$ cat src/rtl/kp_pkg.sv
package kp_pkg;
  localparam int ROWS   = 4;
  localparam int COLS   = 4;
  localparam int KEYS   = ROWS * COLS;
  localparam int KW     = $clog2(KEYS);
  localparam int DIGITS = 4;
  localparam int POSW   = $clog2(DIGITS);

  // key classes
  function automatic logic key_writes_digit(input logic [KW-1:0] k);
    return k <= KW'(9);
  endfunction

  function automatic logic key_moves_cursor(input logic [KW-1:0] k);
    return (k >= KW'(10)) && (k <= KW'(13));
  endfunction

  // key 10 -> position 3 (thousands) ... key 13 -> position 0 (units)
  function automatic logic [POSW-1:0] cursor_of(input logic [KW-1:0] k);
    return POSW'(KW'(13) - k);
  endfunction

  function automatic logic [KW-1:0] lowest_set(input logic [KEYS-1:0] m);
    logic [KW-1:0] idx;
    idx = '0;
    for (int i = KEYS - 1; i >= 0; i--) begin
      if (m[i]) idx = KW'(i);
    end
    return idx;
  endfunction

  function automatic logic in_low_band(input logic [3:0] msd, input logic [3:0] limit);
    return msd <= limit;
  endfunction

  // active-high pattern, bit 0 = segment a ... bit 6 = segment g
  function automatic logic [6:0] glyph(input logic [3:0] d);
    logic [6:0] g;
    case (d)
      4'd0: g = 7'h3F;
      4'd1: g = 7'h06;
      4'd2: g = 7'h5B;
      4'd3: g = 7'h4F;
      4'd4: g = 7'h66;
      4'd5: g = 7'h6D;
      4'd6: g = 7'h7D;
      4'd7: g = 7'h07;
      4'd8: g = 7'h7F;
      4'd9: g = 7'h6F;
      default: g = 7'h00;
    endcase
    return g;
  endfunction
endpackage

$ cat src/rtl/kp_scan.sv
module kp_scan
  import kp_pkg::*;
#(
  parameter int SCAN_DIV    = 25000,
  parameter int SYNC_STAGES = 2
) (
  input  logic            clk,
  input  logic            rst_n,
  input  logic [ROWS-1:0] row_n,
  output logic [COLS-1:0] col_n,
  output logic            sweep_done,
  output logic [KEYS-1:0] sweep_map
);
  localparam int DW = $clog2(SCAN_DIV + 1);
  localparam int CW = $clog2(COLS);

  logic [DW-1:0]   div_cnt;
  logic [CW-1:0]   col_idx;
  logic            step_tick;
  logic [ROWS-1:0] sync_q [SYNC_STAGES];
  logic [ROWS-1:0] rows_hit;
  logic [KEYS-1:0] acc;
  logic [KEYS-1:0] acc_merged;

  assign step_tick = (div_cnt == DW'(SCAN_DIV - 1));
  assign col_n     = ~(COLS'(1) << col_idx);
  assign rows_hit  = ~sync_q[SYNC_STAGES-1];

  // row synchronizer, depth picked by parameter
  always_ff @(posedge clk or negedge rst_n) begin
    if (!rst_n) begin
      for (int s = 0; s < SYNC_STAGES; s++) sync_q[s] <= '1;
    end else begin
      sync_q[0] <= row_n;
      for (int s = 1; s < SYNC_STAGES; s++) sync_q[s] <= sync_q[s-1];
    end
  end

  always_comb begin
    acc_merged = acc;
    for (int c = 0; c < COLS; c++) begin
      if (col_idx == CW'(c)) acc_merged[c*ROWS +: ROWS] = acc[c*ROWS +: ROWS] | rows_hit;
    end
  end

  always_ff @(posedge clk or negedge rst_n) begin
    if (!rst_n) begin
      div_cnt    <= '0;
      col_idx    <= '0;
      acc        <= '0;
      sweep_done <= 1'b0;
      sweep_map  <= '0;
    end else begin
      sweep_done <= 1'b0;
      if (step_tick) begin
        div_cnt <= '0;
        col_idx <= col_idx + CW'(1);
        if (col_idx == CW'(COLS - 1)) begin
          sweep_map  <= acc_merged;
          sweep_done <= 1'b1;
          acc        <= '0;
        end else begin
          acc <= acc_merged;
        end
      end else begin
        div_cnt <= div_cnt + DW'(1);
      end
    end
  end

  AST_COL_HOLD: assert property (@(posedge clk) disable iff (!rst_n)
    !step_tick |=> $stable(col_n));
  AST_COL_STEP: assert property (@(posedge clk) disable iff (!rst_n)
    step_tick |=> !$stable(col_n));
endmodule

$ cat src/rtl/kp_debounce.sv
module kp_debounce
  import kp_pkg::*;
#(
  parameter int DEB_SCANS = 16
) (
  input  logic            clk,
  input  logic            rst_n,
  input  logic            sweep_done,
  input  logic [KEYS-1:0] sweep_map,
  output logic            key_evt,
  output logic [KW-1:0]   key_code
);
  localparam int NW = $clog2(DEB_SCANS + 1);

  logic [NW-1:0] run_cnt, run_nxt;
  logic [KW-1:0] last_key, seen_key;
  logic          have_last, fired;
  logic          one_key, no_key;

  assign one_key  = ($countones(sweep_map) == 1);
  assign no_key   = (sweep_map == '0);
  assign seen_key = lowest_set(sweep_map);

  always_comb begin
    if (have_last && (seen_key == last_key))
      run_nxt = (run_cnt == NW'(DEB_SCANS)) ? run_cnt : run_cnt + NW'(1);
    else
      run_nxt = NW'(1);
  end

  always_ff @(posedge clk or negedge rst_n) begin
    if (!rst_n) begin
      run_cnt   <= '0;
      last_key  <= '0;
      have_last <= 1'b0;
      fired     <= 1'b0;
      key_evt   <= 1'b0;
      key_code  <= '0;
    end else begin
      key_evt <= 1'b0;
      if (sweep_done) begin
        if (no_key) begin
          run_cnt   <= '0;
          have_last <= 1'b0;
          fired     <= 1'b0;
        end else if (one_key) begin
          run_cnt   <= run_nxt;
          last_key  <= seen_key;
          have_last <= 1'b1;
          if ((run_nxt == NW'(DEB_SCANS)) && !fired) begin
            key_evt  <= 1'b1;
            key_code <= seen_key;
            fired    <= 1'b1;
          end
        end else begin
          run_cnt   <= '0;
          have_last <= 1'b0;
        end
      end
    end
  end

  AST_EVT_FROM_SWEEP: assert property (@(posedge clk) disable iff (!rst_n)
    key_evt |-> $past(sweep_done));
  AST_EVT_SINGLE: assert property (@(posedge clk) disable iff (!rst_n)
    key_evt |=> !key_evt);
endmodule

$ cat src/rtl/kp_digits.sv
module kp_digits
  import kp_pkg::*;
(
  input  logic                clk,
  input  logic                rst_n,
  input  logic                key_evt,
  input  logic [KW-1:0]       key_code,
  input  logic [3:0]          band_limit,
  output logic [4*DIGITS-1:0] bcd_code,
  output logic                band_high
);
  logic [3:0]      dig [DIGITS];
  logic [POSW-1:0] cursor;

  always_ff @(posedge clk or negedge rst_n) begin
    if (!rst_n) begin
      for (int i = 0; i < DIGITS; i++) dig[i] <= 4'd0;
      cursor <= POSW'(DIGITS - 1);
    end else if (key_evt) begin
      if (key_writes_digit(key_code)) dig[cursor] <= 4'(key_code);
      else if (key_moves_cursor(key_code)) cursor <= cursor_of(key_code);
    end
  end

  for (genvar g = 0; g < DIGITS; g++) begin : g_pack
    assign bcd_code[g*4 +: 4] = dig[g];
  end

  assign band_high = in_low_band(dig[DIGITS-1], band_limit);

  AST_BCD_RANGE: assert property (@(posedge clk) disable iff (!rst_n)
    (bcd_code[3:0] <= 4'd9) && (bcd_code[7:4] <= 4'd9) &&
    (bcd_code[11:8] <= 4'd9) && (bcd_code[15:12] <= 4'd9));
  AST_CODE_ON_EVT: assert property (@(posedge clk) disable iff (!rst_n)
    !$stable(bcd_code) |-> $past(key_evt));
  AST_IGNORED_KEYS: assert property (@(posedge clk) disable iff (!rst_n)
    (key_evt && (key_code > KW'(13))) |=> ($stable(bcd_code) && $stable(cursor)));
endmodule

$ cat src/rtl/kp_display.sv
module kp_display
  import kp_pkg::*;
#(
  parameter int REFRESH_DIV = 50000
) (
  input  logic                clk,
  input  logic                rst_n,
  input  logic [4*DIGITS-1:0] bcd_code,
  output logic [6:0]          seg_n,
  output logic [DIGITS-1:0]   dig_en_n
);
  localparam int RW = $clog2(REFRESH_DIV + 1);

  logic [RW-1:0]   ref_cnt;
  logic [POSW-1:0] slot;
  logic            advance;
  logic [3:0]      shown;

  assign advance  = (ref_cnt == RW'(REFRESH_DIV - 1));
  assign dig_en_n = ~(DIGITS'(1) << slot);

  always_comb begin
    shown = 4'd0;
    for (int i = 0; i < DIGITS; i++) begin
      if (slot == POSW'(i)) shown = bcd_code[i*4 +: 4];
    end
  end

  assign seg_n = ~glyph(shown);

  always_ff @(posedge clk or negedge rst_n) begin
    if (!rst_n) begin
      ref_cnt <= '0;
      slot    <= POSW'(DIGITS - 1);
    end else if (advance) begin
      ref_cnt <= '0;
      slot    <= slot - POSW'(1);
    end else begin
      ref_cnt <= ref_cnt + RW'(1);
    end
  end

  AST_DIG_ONE_LOW: assert property (@(posedge clk) disable iff (!rst_n)
    $countones(~dig_en_n) == 1);
  AST_DIG_HOLD: assert property (@(posedge clk) disable iff (!rst_n)
    !advance |=> $stable(dig_en_n));
endmodule

$ cat src/rtl/keypad_freq_entry.sv
module keypad_freq_entry
  import kp_pkg::*;
#(
  parameter int SCAN_DIV    = 25000,
  parameter int SYNC_STAGES = 2,
  parameter int DEB_SCANS   = 16,
  parameter int REFRESH_DIV = 50000
) (
  input  logic        clk,
  input  logic        rst_n,
  input  logic [3:0]  kp_row_n,
  output logic [3:0]  kp_col_n,
  input  logic [3:0]  band_limit,
  output logic [15:0] bcd_code,
  output logic        band_high,
  output logic [6:0]  seg_n,
  output logic [3:0]  dig_en_n
);
  logic            sweep_done;
  logic [KEYS-1:0] sweep_map;
  logic            key_evt;
  logic [KW-1:0]   key_code;

  kp_scan #(.SCAN_DIV(SCAN_DIV), .SYNC_STAGES(SYNC_STAGES)) u_scan (
    .clk(clk), .rst_n(rst_n), .row_n(kp_row_n), .col_n(kp_col_n),
    .sweep_done(sweep_done), .sweep_map(sweep_map));

  kp_debounce #(.DEB_SCANS(DEB_SCANS)) u_deb (
    .clk(clk), .rst_n(rst_n), .sweep_done(sweep_done), .sweep_map(sweep_map),
    .key_evt(key_evt), .key_code(key_code));

  kp_digits u_dig (
    .clk(clk), .rst_n(rst_n), .key_evt(key_evt), .key_code(key_code),
    .band_limit(band_limit), .bcd_code(bcd_code), .band_high(band_high));

  kp_display #(.REFRESH_DIV(REFRESH_DIV)) u_disp (
    .clk(clk), .rst_n(rst_n), .bcd_code(bcd_code), .seg_n(seg_n), .dig_en_n(dig_en_n));
endmodule

$ cat config.mk
export PLATFORM = sky130hd
export DESIGN_NAME = keypad_freq_entry
export DESIGN_NICKNAME = d
export VERILOG_FILES = /design/src/rtl/kp_pkg.sv /design/src/rtl/kp_scan.sv /design/src/rtl/kp_debounce.sv /design/src/rtl/kp_digits.sv /design/src/rtl/kp_display.sv /design/src/rtl/keypad_freq_entry.sv
export SDC_FILE = /design/constraint.sdc
export NUM_CORES = 1
export LEC_CHECK = 0
export ABC_AREA = 1
export BUFFER_PORTS_ARGS = -buffer_cell sky130_fd_sc_hd__buf_2
export CAP_MARGIN = 5
export CORE_MARGIN = 2
export CORE_UTILIZATION = 66
export CTS_CLUSTER_DIAMETER = 40
export DETAILED_ROUTE_END_ITERATION = 16
export PLACE_DENSITY = 0.86
export SYNTH_ARGS = -nofsm -noshare
export SYNTH_HDL_FRONTEND = slang
export SYNTH_HIERARCHICAL = 1
export SYNTH_SLANG_ARGS = --single-unit
$ cat constraint.sdc
create_clock -name clk -period 9.5 [get_ports clk]
set_input_delay 0.95 -clock clk [delete_from_list [all_inputs] [get_ports clk]]
set_output_delay 0.95 -clock clk [all_outputs]
set_load 0.005 [all_outputs]
# Word level (Yosys, flattened, before mapping)

Memories as Yosys holds them, arrays and structs flattened.
Index checks and enable logic that the tools add are counted.
Widths: inputs -> output; s select.

$add $sub $neg: 21
Bitwise logic cells: 11
Shift operators: 2
Mux-type cells: 45
Order comparisons: 6
Equality and inequality tests: 12
Reductions and logical operators: 16

Operator list:

| cell                  | count |
|---|---|
| $add 32x32->32        | 7 |
| $mux 4                | 25 |
| $eq 32x2->1 const B   | 1 |
| $mux 16               | 2 |
| $mux 5                | 4 |
| $add 1x1->2           | 8 |
| $add 16x1->16 const B | 1 |
| $bwmux 16             | 1 |
| $eq 16x16->1 const B  | 1 |
| $logic_not 16->1      | 1 |
| $or 4x4->4            | 4 |
| $add 15x1->15 const B | 1 |
| $eq 15x15->1 const B  | 1 |
| $mux 15               | 1 |
| $not 4->4             | 3 |
| $mux 1                | 11 |
| $eq 5x5->1 const B    | 2 |
| $reduce_and 3->1      | 3 |
| $demux 4 s2           | 1 |
| $eq 2x2->1 const B    | 4 |
| $le 4x4->1 const B    | 2 |
| $shl 1x2->4 const A   | 2 |
| $not 7->7             | 1 |
| $add 5x1->5 const B   | 1 |
| 17 further kinds      | 25 |

Input bits: 10
Register bits after elaboration: 110
Memories kept: 1
Bits in read-only memories: 112
Word-level logic and storage cells: 134
Output and inout port bits: 32

Memory list:

| name            | depth | bits a word | rd ports | clocked after Yosys merged registers in | wr ports | RTL line     | source |
|---|---|---|---|---|---|---|---|
| (no name shown) | 16    | 7           | 1        | 0                                       | 0        | kp_pkg.sv:39 | `case (d)` |

# Longest topological paths before layout

Gate-level depths: netlist of run 1.

Word-level depth: 25
Gate-level depth with buffers: 21
Depth with buffers taken out: 21

# By module

Netlist of run 1, hierarchy kept.

By module, submodules not included:

| module      | times used | area an instance (um^2) | sequential area each (um^2) | cells each |
|---|---|---|---|---|
| kp_scan     | 1          | 2,748.9                 | 1,461.4                     | 303 |
| kp_debounce | 1          | 1,641.6                 | 400.4                       | 210 |
| kp_display  | 1          | 1,355.0                 | 452.9                       | 196 |
| kp_digits   | 1          | 943.4                   | 452.9                       | 116 |

# Worst setup path after synthesis of run 1

No wires, ideal clock.

Kind: reg-to-reg
Start point: register u_scan.sweep_map[0]
End point: register u_deb.key_code[0]
Arrival time: 3,935 ps
Path buffers: 0
Setup time: 117 ps
Stages on the path, launching flop included: 19
Data required time: 9,383 ps
Slack: 5,448 ps
Clock period less this slack: 4,052 ps
Cell sequence: dfrtp_1 -> fa_1 -> inv_1 -> fa_1 -> inv_1 -> fa_1 -> inv_1 -> fa_1 -> inv_1 -> ha_1 -> inv_1 -> fa_1 -> o2111ai_1 -> nor2_1 -> nand3_1 -> nor2_4 -> nand3_4 -> nand2_1 -> nand2_1

Cells in the longest elaborated chain, start to end: 7
Elaborated cells between the ends (all ways): 14
Those cells by class: add/sub (4); eq/ne (3); mux (2); bitwise (1); reduce/logical (4)

Ends and longest elaborated chain:

| element                                                | RTL line          | source |
|---|---|---|
| start, declared                                        | kp_scan.sv:12     | `output logic [KEYS-1:0] sweep_map` |
| start signal, assigned                                 | kp_scan.sv:59     | `sweep_map <= acc_merged;` |
| branches (longest 7 deep; another with $add 32x32->32) | -                 |  |
| end signal, assigned                                   | kp_debounce.sv:52 | `key_code <= seen_key;` |
| end, declared                                          | kp_debounce.sv:11 | `output logic [KW-1:0] key_code` |

Parallel ways; which one is timed is not known.
A chain may end at the register's enable or synchronous reset.

# Worst setup path after layout of run 1

Start point: register u_scan.sweep_map[0]
End point: register u_deb.key_code[2]

Same word-level chain as after synthesis.

==> results by stage, run 1 <==
Clocking:
- CTS saw 110 sinks.
- The number of clock buffers inserted by TritonCTS is 9.
- The number of gates resized after CTS was 0.
- The buffer count from post-CTS setup fixing is 0.
- The total of hold buffers inserted after clock tree synthesis is 0.
- The source-to-sink clock delay at the later pin of the worst-skew pair is 370 ps.
- The buffer depth of the longest clock path is 2.
- The cell sitting at the root of the clock tree is a sky130_fd_sc_hd__clkbuf_8.
- Clock-pin slew was measured on the worst setup and hold paths at 110 ps.
- The number of H-tree levels is 3.
- The TritonCTS clock tree is built.

STA:
- The sum of negative setup slack is 0 ps.
- The final cycle utilization of the critical path is 45.7%.
- The slew of the pin with the lowest slew margin is 741 ps.
- Setup violations remaining at the end of the flow were counted as 0.
- The worst clock skew is 13.4 ps.
- The number of max-slew violations in the final report is 0.
- Setup repair after global routing left no endpoint under its margin.
- The maximum frequency from static timing analysis is 0.231 GHz.
- The remaining max-slew budget at the tightest pin is 50.6%.
- Subtracting the final worst setup slack from the clock period gives 4340 ps.
- The number of hold-slack violations in the final timing report came to 0.

Synthesis:
- The count of unique library cells instantiated by Yosys is 40.
- The mapped netlist covers 6690 um2.
- The synthesized netlist net count is 882.
- Synthesis produced a netlist whose cell count is 825.
- Among all flip-flop cells after synthesis, the most frequent one is sky130_fd_sc_hd__dfrtp_1.
- In this run, synthesis inferred 0 flip-flops with an integrated enable.
- The average instance in the mapped netlist occupies 8.11 um2.
- Synthesis inferred 110 register bits.
- The synthesized design devotes to its leading area cell type 36.7% of total area.
- The async set or reset register ratio after synthesis is 100%.
- The register area share after synthesis is 41.4%.
- The yosys synthesis warning count is 6.
- The top cell type by total area after synthesis is sky130_fd_sc_hd__dfrtp_1.
- By area the synthesized netlist is led by sky130_fd_sc_hd__dfrtp_1 (37%), sky130_fd_sc_hd__nand2_1 (13%), sky130_fd_sc_hd__inv_1 (6.8%), sky130_fd_sc_hd__ha_1 (6.7%), sky130_fd_sc_hd__dfstp_2 (4.7%).

Setup path:
- The critical path startpoint category is a register.
- The critical path goes through fa_1 > inv_1 > fa_1 > inv_1 > fa_1 > inv_1 > fa_1 > inv_1 > ha_1 > inv_1 > fa_1 > o2111ai_1 > nor2_1 > nand3_1 > nor2_4 > nand3_4 > nand2_1 > nand2_1.
- STA puts the critical path data required time at 9760 ps.
- The worst setup path is captured at a register.
- The maximum net fanout on the critical path is 6.
- The largest single stage delay on the critical path is 540 ps.
- The endpoint arrival time on the critical path is 4600 ps.
- The kind of critical path is register to register.
- The largest individual stage delay along the critical path comes from the cell sky130_fd_sc_hd__fa_1.

Layout:
- From synthesis to final layout, the design area changed by 6.92%.
- The post-layout net count is 920.
- The fraction of layout cells with a size suffix above 1 is 16.5%.
- The number of antenna cells inserted is 0.
- At the end of the flow the core is filled with cells to 72.8%.
- Summing all multi-input logic gate instances after layout gives 3300 um2.
- Across the whole layout, storage elements account for 2770 um2.
- The number of filler cells placed in the layout is 775.

Detailed routing:
- The routed layout has 5368 vias.
- The number of routed nets with antenna violations is 0.
- After the first detailed-routing iteration, the DRC count stood at 294.
- The per-cell via count in the routed design is 5.36.
- After detailed routing, the number of remaining DRC violations is 0.
- The final wirelength is 13.2 mm.
- Dividing the detail-routed wire length by the instance count gives 13.2 um.
- Before antenna repair, the detailed router went through 5 iterations.

Global route:
- The total congestion overflow is 0.
- The initial antenna violation count came to 0.
- The fraction of met1 tracks used by global routing is 30.7%.
- For met3 alone, demand over resource in global routing was 4.55%.
- The layer with the highest usage after global routing is met2.
- The met2 usage in global routing is 47.1%.
- The number of global-route vias before repair is 5441.
- The global-route usage over all layers is 25.8%.
- The maximum number of pins on one net before global-route repair is 61.
- The wire length of the first global-routing pass is 23.4 mm.

Pwr:
- The leakage power is 0.00393 uW.
- For this design the ratio of total power to cell area is 107 nW/um2.
- The largest voltage drop on the vdd net is 0.171 mV.
- Net switching is 23.8% of the power.
- The share of total power in sequential cells is 62.0%.
- The part of the total power dissipated in the clock network is 36.1%.
- The part of the total power dissipated in combinational logic is 1.9%.
- The internal power of the cells totals 581 uW.
- The power spent charging and discharging nets is 182 uW.

Job:
- The tool flagged a number of max-cap violations equal to 0.

Status:
- The run finished with clean final reports.

Floorplanning:
- Pin placement for this block handled 42 I/O pins.
- The region available for standard cell placement spans 9820 um2.
- The initial utilization of the core area, before any placement, comes to 68.1%.
- The die height is 105 um.
- The die covers 11000 um2.
- The floorplan step set the die width to 105 um.
- The number of rows created at floorplan is 36.

Worst hold path:
- The path category of the worst min-delay check is register to register.

Placement:
- The routability congestion estimate is 0.876.
- The port buffer count is 41.
- The post-detailed-placement half-perimeter wirelength is 9.89 mm.
sequential cells by signal (all words and copies together) (netlist names), 4 cells and up:
name              cells
u_deb/key_code        4
u_deb/last_key        4
u_deb/run_cnt         5
u_dig/bcd_code       16
u_disp/ref_cnt       16
u_scan/acc           16
u_scan/div_cnt       15
u_scan/sweep_map     16
u_scan/sync_q         8
area by class of cell:
class,count,area share [%]
Multi-Input combinational cell,564,46.2
Inverter,136,7.14
Clock buffer,10,1.92
Clock inverter,6,0.735
Sequential cell,110,38.7
Tap cell,133,2.33
Timing Repair Buffer,42,3.01
metrics by stage:
| step | hold WS, ps | instances | worst slack (ps) | instance area [um2] | power (uW) |
|---|---|---|---|---|---|
| floorplan | 345 | 825 | 5450 | 6690 | 484 |
| global placement | 346 | 985 | 5310 | 6960 | 496 |
| detailed placement | 347 | 985 | 5170 | 6960 | 497 |
| CTS | 363 | 1001 | 5140 | 7150 | 772 |
| global route | 370 | 1001 | 4950 | 7150 | 790 |
| finish | 363 | 1001 | 5160 | 7150 | 763 |
per-layer routing:
layer	vias up	share of wire [%]
met2	123	52
li1	2655	-
met5	-	0
met3	26	3.5
met1	2564	43
met4	0	2.2
worst paths after layout:
path                                            startpoint                       endpoint  slack [ps]  cells past startpoint
setup / recovery           u_scan/sweep_map[0]$_DFFE_PN0P_  u_deb/key_code[2]$_DFFE_PN0P_        5160                     18
hold / removal                  u_scan/sync_q[4]$_DFF_PN1_     u_scan/sync_q[0]$_DFF_PN1_         360                      0
setup reg to reg           u_scan/sweep_map[0]$_DFFE_PN0P_  u_deb/key_code[2]$_DFFE_PN0P_        5160                     18
hold reg to reg                 u_scan/sync_q[4]$_DFF_PN1_     u_scan/sync_q[0]$_DFF_PN1_         360                      0
max in group asynchronous                            rst_n  u_deb/last_key[2]$_DFFE_PN0P_        7710                      2
min in group asynchronous                            rst_n    u_disp/ref_cnt[7]$_DFF_PN0_         600                      1
power groups by stage:
stage / clock, uW / sequential (uW) / combinational [uW]
after floorplan: 0 / 481 / 2.84
after global placement: 0 / 482 / 14.5
after detailed placement: 0 / 482 / 15.2
after CTS: 284 / 473 / 15.3
after global routing: 300 / 473 / 17.4
final: 275 / 473 / 14.6
cells in the final DEF, fill, tap and decap left out, drive strengths merged:
cell and instances:
a21oi 9, buf 42, clkbuf 10, clkinv 2
clkinvlp 2, dfrtp 98, dfstp 12, fa 11
ha 36, inv 138, nand2 245, nand3 53
nand4 46, nor2 90, nor3 6, nor3b 1
o2111ai 1, o21ai 32, o21bai 13, o22ai 1
o32ai 1, or2 3, xnor2 1, xor2 15
cell usage after synthesis, types with 7 or more instances:
master / instances
sky130_fd_sc_hd__fa_1: 11
sky130_fd_sc_hd__dfstp_2: 12
sky130_fd_sc_hd__inv_1: 122
sky130_fd_sc_hd__ha_1: 36
sky130_fd_sc_hd__nand2_2: 14
sky130_fd_sc_hd__o21bai_1: 13
sky130_fd_sc_hd__nand4_1: 45
sky130_fd_sc_hd__nor2_1: 78
sky130_fd_sc_hd__xor2_1: 15
sky130_fd_sc_hd__a21oi_1: 7
sky130_fd_sc_hd__inv_2: 13
sky130_fd_sc_hd__nand2_1: 227
sky130_fd_sc_hd__nor2_4: 9
sky130_fd_sc_hd__o21ai_0: 13
sky130_fd_sc_hd__dfrtp_1: 98
sky130_fd_sc_hd__nand3_1: 47
sky130_fd_sc_hd__o21ai_2: 15
critical path: cells and delay by family, from the launching register on:
| family | cells | cell delay, ps |
|---|---|---|
| AO/OA/AOI/OAI | 1 | 110 |
| adder cells (fa/ha/maj) | 6 | 2620 |
| buffers and inverters | 5 | 290 |
| flip-flops | 1 | 420 |
| AND/OR/NAND/NOR | 6 | 780 |
cell families (layout without fill, tap and decap cells):
kind of cell,count (synthesis),after routing,share of synthesized area (%)
xor+xnor,16,16,2.10
fa+ha+maj,47,47,10.0
simple gates,444,444,31.2
flops,110,110,41.4
compound gates,57,57,6.00
buf+inv,151,194,9.26
Power figures use the tool's default switching activity.
==> run 2, diff against run 1 <==
--- a/config.mk
+++ b/config.mk
@@ -5,14 +5,14 @@
 export SDC_FILE = /design/constraint.sdc
 export NUM_CORES = 1
 export LEC_CHECK = 0
-export ABC_AREA = 1
+export ABC_AREA = 0
 export BUFFER_PORTS_ARGS = -buffer_cell sky130_fd_sc_hd__buf_2
 export CAP_MARGIN = 5
 export CORE_MARGIN = 2
-export CORE_UTILIZATION = 66
+export CORE_UTILIZATION = 55
 export CTS_CLUSTER_DIAMETER = 40
 export DETAILED_ROUTE_END_ITERATION = 16
-export PLACE_DENSITY = 0.86
+export PLACE_DENSITY = 0.77
 export SYNTH_ARGS = -nofsm -noshare
 export SYNTH_HDL_FRONTEND = slang
 export SYNTH_HIERARCHICAL = 1
==> constraint.sdc (replaced) <==
create_clock -name clk -period 3.9 [get_ports clk]
set_input_delay 0.39 -clock clk [delete_from_list [all_inputs] [get_ports clk]]
set_output_delay 0.39 -clock clk [all_outputs]
set_load 0.005 [all_outputs]
==> results by stage, run 2 <==
Detailed routing:
- The detailed router finished its first iteration with 224 violations.
- In the routed design, unresolved DRC markers number 0.
- The per-cell via count in the routed design is 5.63.
- The detail route stage leaves a number of antenna-violating nets equal to 0.
- After detailed routing, the average wire length per cell comes to 15.2 um.
- The final route contains 4533 vias.
- The first detailed-routing pass took 5 iterations.
- The final wirelength is 12.2 mm.

Clocking:
- The TritonCTS clock tree is built.
- The cell sitting at the root of the clock tree is a sky130_fd_sc_hd__clkbuf_8.
- The H-tree generated during clock tree synthesis spans 3 levels.
- The clock passes through at most 2 buffers.
- After clock tree synthesis, the clock-pin slew on the worst setup and hold paths is 100 ps.
- For the worst-skew pair, the clock arrives at the later sink with an insertion delay of 380 ps.
- Clock tree synthesis found a total of 110 sinks.
- The number of clock buffers inserted by TritonCTS is 9.

Placement:
- Input and output buffers added on the ports amount to 41.
- The routability congestion estimate is 0.896.
- Detailed placement finished with a half-perimeter wire length of 8.89 mm.

STA:
- The setup violation total in the final timing report is 16.
- Setup repair after global routing could not meet its margin everywhere.
- The slew of the pin with the lowest slew margin is 818 ps.
- For the final database, setup skew stands at 11.1 ps.
- The final worst setup slack is -756 ps.
- After layout, the worst path uses 119% of the clock period.
- Counting I/O delays and the setup requirement, the final critical path takes 4660 ps.
- The remaining max-slew budget at the tightest pin is 45.5%.
- The maximum frequency from static timing analysis is 0.215 GHz.
- On the final layout, the worst hold slack is 94.8 ps.
- The number of max-slew violations in the final report is 0.
- The number of hold-slack violations in the final timing report came to 0.

Global route:
- The initial antenna violation count is 0.
- The wire length of the first global-routing pass is 20.4 mm.
- The maximum number of pins on one net before global-route repair is 46.
- The global-route usage over all layers is 21.9%.
- The number of global-route vias before repair is 4387.
- The total congestion overflow is 0.

Synthesis:
- Summing the sequential cell areas from Yosys gives 45.9% of the chip area.
- Ranked by total cell area, the synthesized netlist is headed by sky130_fd_sc_hd__dfrtp_1 (41%), sky130_fd_sc_hd__ha_1 (7.5%), sky130_fd_sc_hd__dfstp_2 (5.2%), sky130_fd_sc_hd__nor2_1 (4.9%), sky130_fd_sc_hd__inv_1 (4.4%).
- In the synthesized netlist, the number of instances is 593.
- The top cell type by total area after synthesis is sky130_fd_sc_hd__dfrtp_1.
- The most used flip-flop cell after synthesis is sky130_fd_sc_hd__dfrtp_1.
- The synthesized netlist contains 72 unique library cells.
- Yosys mapped a number of flops with a built-in enable equal to 0.
- The async set or reset register ratio after synthesis is 100%.
- The most frequent cell after synthesis is sky130_fd_sc_hd__dfrtp_1.
- The share of Yosys cell area claimed by the top area cell type is 40.7%.
- The synthesized netlist net count is 650.
- In the synthesized netlist, the cells that appear most often are sky130_fd_sc_hd__dfrtp_1 (98), sky130_fd_sc_hd__nor2_1 (79), sky130_fd_sc_hd__inv_1 (71).
- The combined area of all synthesized cells is 6030 um2.
- The yosys synthesis warning count is 6.
- The synthesized area divided by synthesized cell count is 10.2 um2.
- The synthesis-stage register bit count is 110.

Pwr:
- The areal power density over the cells is 266 nW/um2.
- Internal power comes to 1390 uW.
- In this run switching power makes up 22.7% of total power.
- Summed over all nets, the switching power comes to 408 uW.
- The leakage power is 0.00333 uW.
- Of the total power, registers draw 64.0%.
- Per report_power, the clock group accounts for 34.1% of the total.
- The part of the total power dissipated in combinational logic is 1.9%.
- The worst-case IR drop observed on VDD is 0.313 mV.

Job:
- The max capacitance violation total is 0.

Floorplanning:
- The die footprint is 11800 um2.
- The die height is 109 um.
- The number of rows created at floorplan is 38.
- For this configuration, the core starts out at a cell density of 56.1%.
- For this design the top-level I/O count stands at 42.
- The x dimension of the die is 109 um.
- The placeable core region is 10700 um2.

Layout:
- The commonest non-fill, non-tap cell in the layout is sky130_fd_sc_hd__dfrtp_1.
- 0 antenna diodes ended up in the layout.
- The relative area change from synthesis to final layout is 12.3%.
- The fraction of layout cells with a size suffix above 1 is 21.8%.
- Counting the fill cells in the layout gives 879.
- Leaving out fill and tap cells, the most frequent cells in the layout are sky130_fd_sc_hd__dfrtp_1 (97), sky130_fd_sc_hd__nor2_1 (79), sky130_fd_sc_hd__inv_1 (69).
- The post-layout net count is 717.
- Cells fill 63.0% of the core in the end.

Status:
- The final reports fail on setup timing.
- The flow ran to the end, but the final reports show violations.

Setup path:
- In this run the worst path has a maximum fanout of 4.
- The start point of the critical path is u_scan/sweep_map[3]$_DFFE_PN0P_.
- The worst register-to-register path ends at u_deb/key_code[1]$_DFFE_PN0P_.
- The worst setup path is launched from a register.
- The endpoint arrival time on the critical path is 4920 ps.
- The kind of critical path is register to register.
- The required time of the worst setup path is 4170 ps.
- The worst register-to-register path has a depth of 16.
- The worst register-to-register path has a setup slack of -760 ps.
- In this design, the critical path's most frequently occurring cell is sky130_fd_sc_hd__fa_1.
- Walking the worst path, the cells encountered are fa_1 > inv_1 > fa_1 > inv_2 > fa_1 > inv_1 > fa_1 > inv_1 > ha_2 > inv_2 > fa_1 > nand4b_1 > nor4_2 > and4_1 > and4b_2 > mux2_4.
- The critical path capture point is u_deb/key_code[1]$_DFFE_PN0P_.
- STA classifies the critical path endpoint as a register.
- The largest individual stage delay along the critical path comes from the cell sky130_fd_sc_hd__fa_1.
- The reg-to-reg critical path startpoint is u_scan/sweep_map[3]$_DFFE_PN0P_.
- The maximum cell stage delay along the critical path is 540 ps.

Worst hold path:
- The path category of the worst min-delay check is input port to register.
[run 2: changes by cell type after synthesis, moves of 14 or more]
cell,delta
sky130_fd_sc_hd__nand2_1,-200
sky130_fd_sc_hd__inv_1,-51
sky130_fd_sc_hd__a21oi_1,+46
sky130_fd_sc_hd__nand4_1,-41
sky130_fd_sc_hd__nand3_1,-25
sky130_fd_sc_hd__mux2_2,+18
sky130_fd_sc_hd__o21ai_2,-15
sky130_fd_sc_hd__nand2_2,-14
[run 2: per-layer routing]
| layer | wire length, um | global-route usage, % |
|---|---|---|
| met1 | 5220 | 27.2 |
| met2 | 6320 | 38.8 |
| met3 | 508 | 3.53 |
| met4 | 179 | 7.42 |
| met5 | 0 | 0 |
[run 2: metrics by stage]
| step | total power, uW | area [um2] | setup WS (ps) | TNS [ps] | instances |
|---|---|---|---|---|---|
| 2_1_floorplan | 1180 | 6040 | -615 | -5130 | 593 |
| 3_3_place_gp | 1210 | 6530 | -682 | -6610 | 786 |
| 3_5_place_dp | 1210 | 6530 | -804 | -8400 | 786 |
| 4_1_cts | 1820 | 6760 | -741 | -8290 | 805 |
| 5_1_grt | 1880 | 6770 | -919 | -10910 | 805 |
| 6_report | 1800 | 6770 | -756 | -8640 | 805 |
[run 2: cells by family after synthesis]
kind of cell	synth area share (%)
muxes	4.96
AOI/OAI and AO/OA	11.8
and+or+nand+nor	15.2
xor gates and xnor gates	4.63
DFF	45.9
buffers and inverters	6.37
adders and majority gates	11.1
[run 2: worst min-delay path by stage]
| stage | cells after the start | to | from |
|---|---|---|---|
| floorplan | 0 | u_deb/fired$_DFFE_PN0P_ | rst_n |
| global placement | 0 | u_scan/sync_q[3]$_DFF_PN1_ | u_scan/sync_q[7]$_DFF_PN1_ |
| detailed placement | 0 | u_scan/sync_q[3]$_DFF_PN1_ | u_scan/sync_q[7]$_DFF_PN1_ |
| CTS | 1 | u_scan/sync_q[7]$_DFF_PN1_ | kp_row_n[3] |
| global route | 1 | u_scan/sync_q[5]$_DFF_PN1_ | kp_row_n[1] |
| finish | 1 | u_scan/sync_q[7]$_DFF_PN1_ | kp_row_n[3] |
[run 2: area by class of cell]
| class | count | area [um2] | area share (%) |
|---|---|---|---|
| multi-input cells | 395 | 2930 | 43.3 |
| flip-flops and latches | 110 | 2770 | 40.9 |
| repair buffers | 72 | 458 | 6.77 |
| inverters | 72 | 273 | 4.03 |
| well taps | 140 | 175 | 2.59 |
| clock buffers | 11 | 131 | 1.94 |
| clock inverters | 5 | 35.0 | 0.518 |
[run 2: repair_timing]
action                                 in CTS  in global routing
resized for setup                          15                  1
hold buffers                                1                  0
setup buffers                               3                  0
pin swaps                                   5                  2
endpoints found under the hold margin      28                  0
setup endpoints to repair                  16                 16
[run 2: power groups by stage]
stage               Clock [uW]  Combinational, uW  Sequential (uW)
floorplan                    0               4.95             1170
global placement             0               34.2             1170
CTS                        634               36.7             1150
detailed placement           0               35.7             1170
global route               687               41.2             1150
finish                     612               34.5             1150
[run 2: worst max-delay path, delay by kind of cell, from the launching register on]
family        cells  cell delay, ps
fa+ha+maj         6            2650
simple gates      4             910
flops             1             410
mux               1             310
buf+inv           5             250
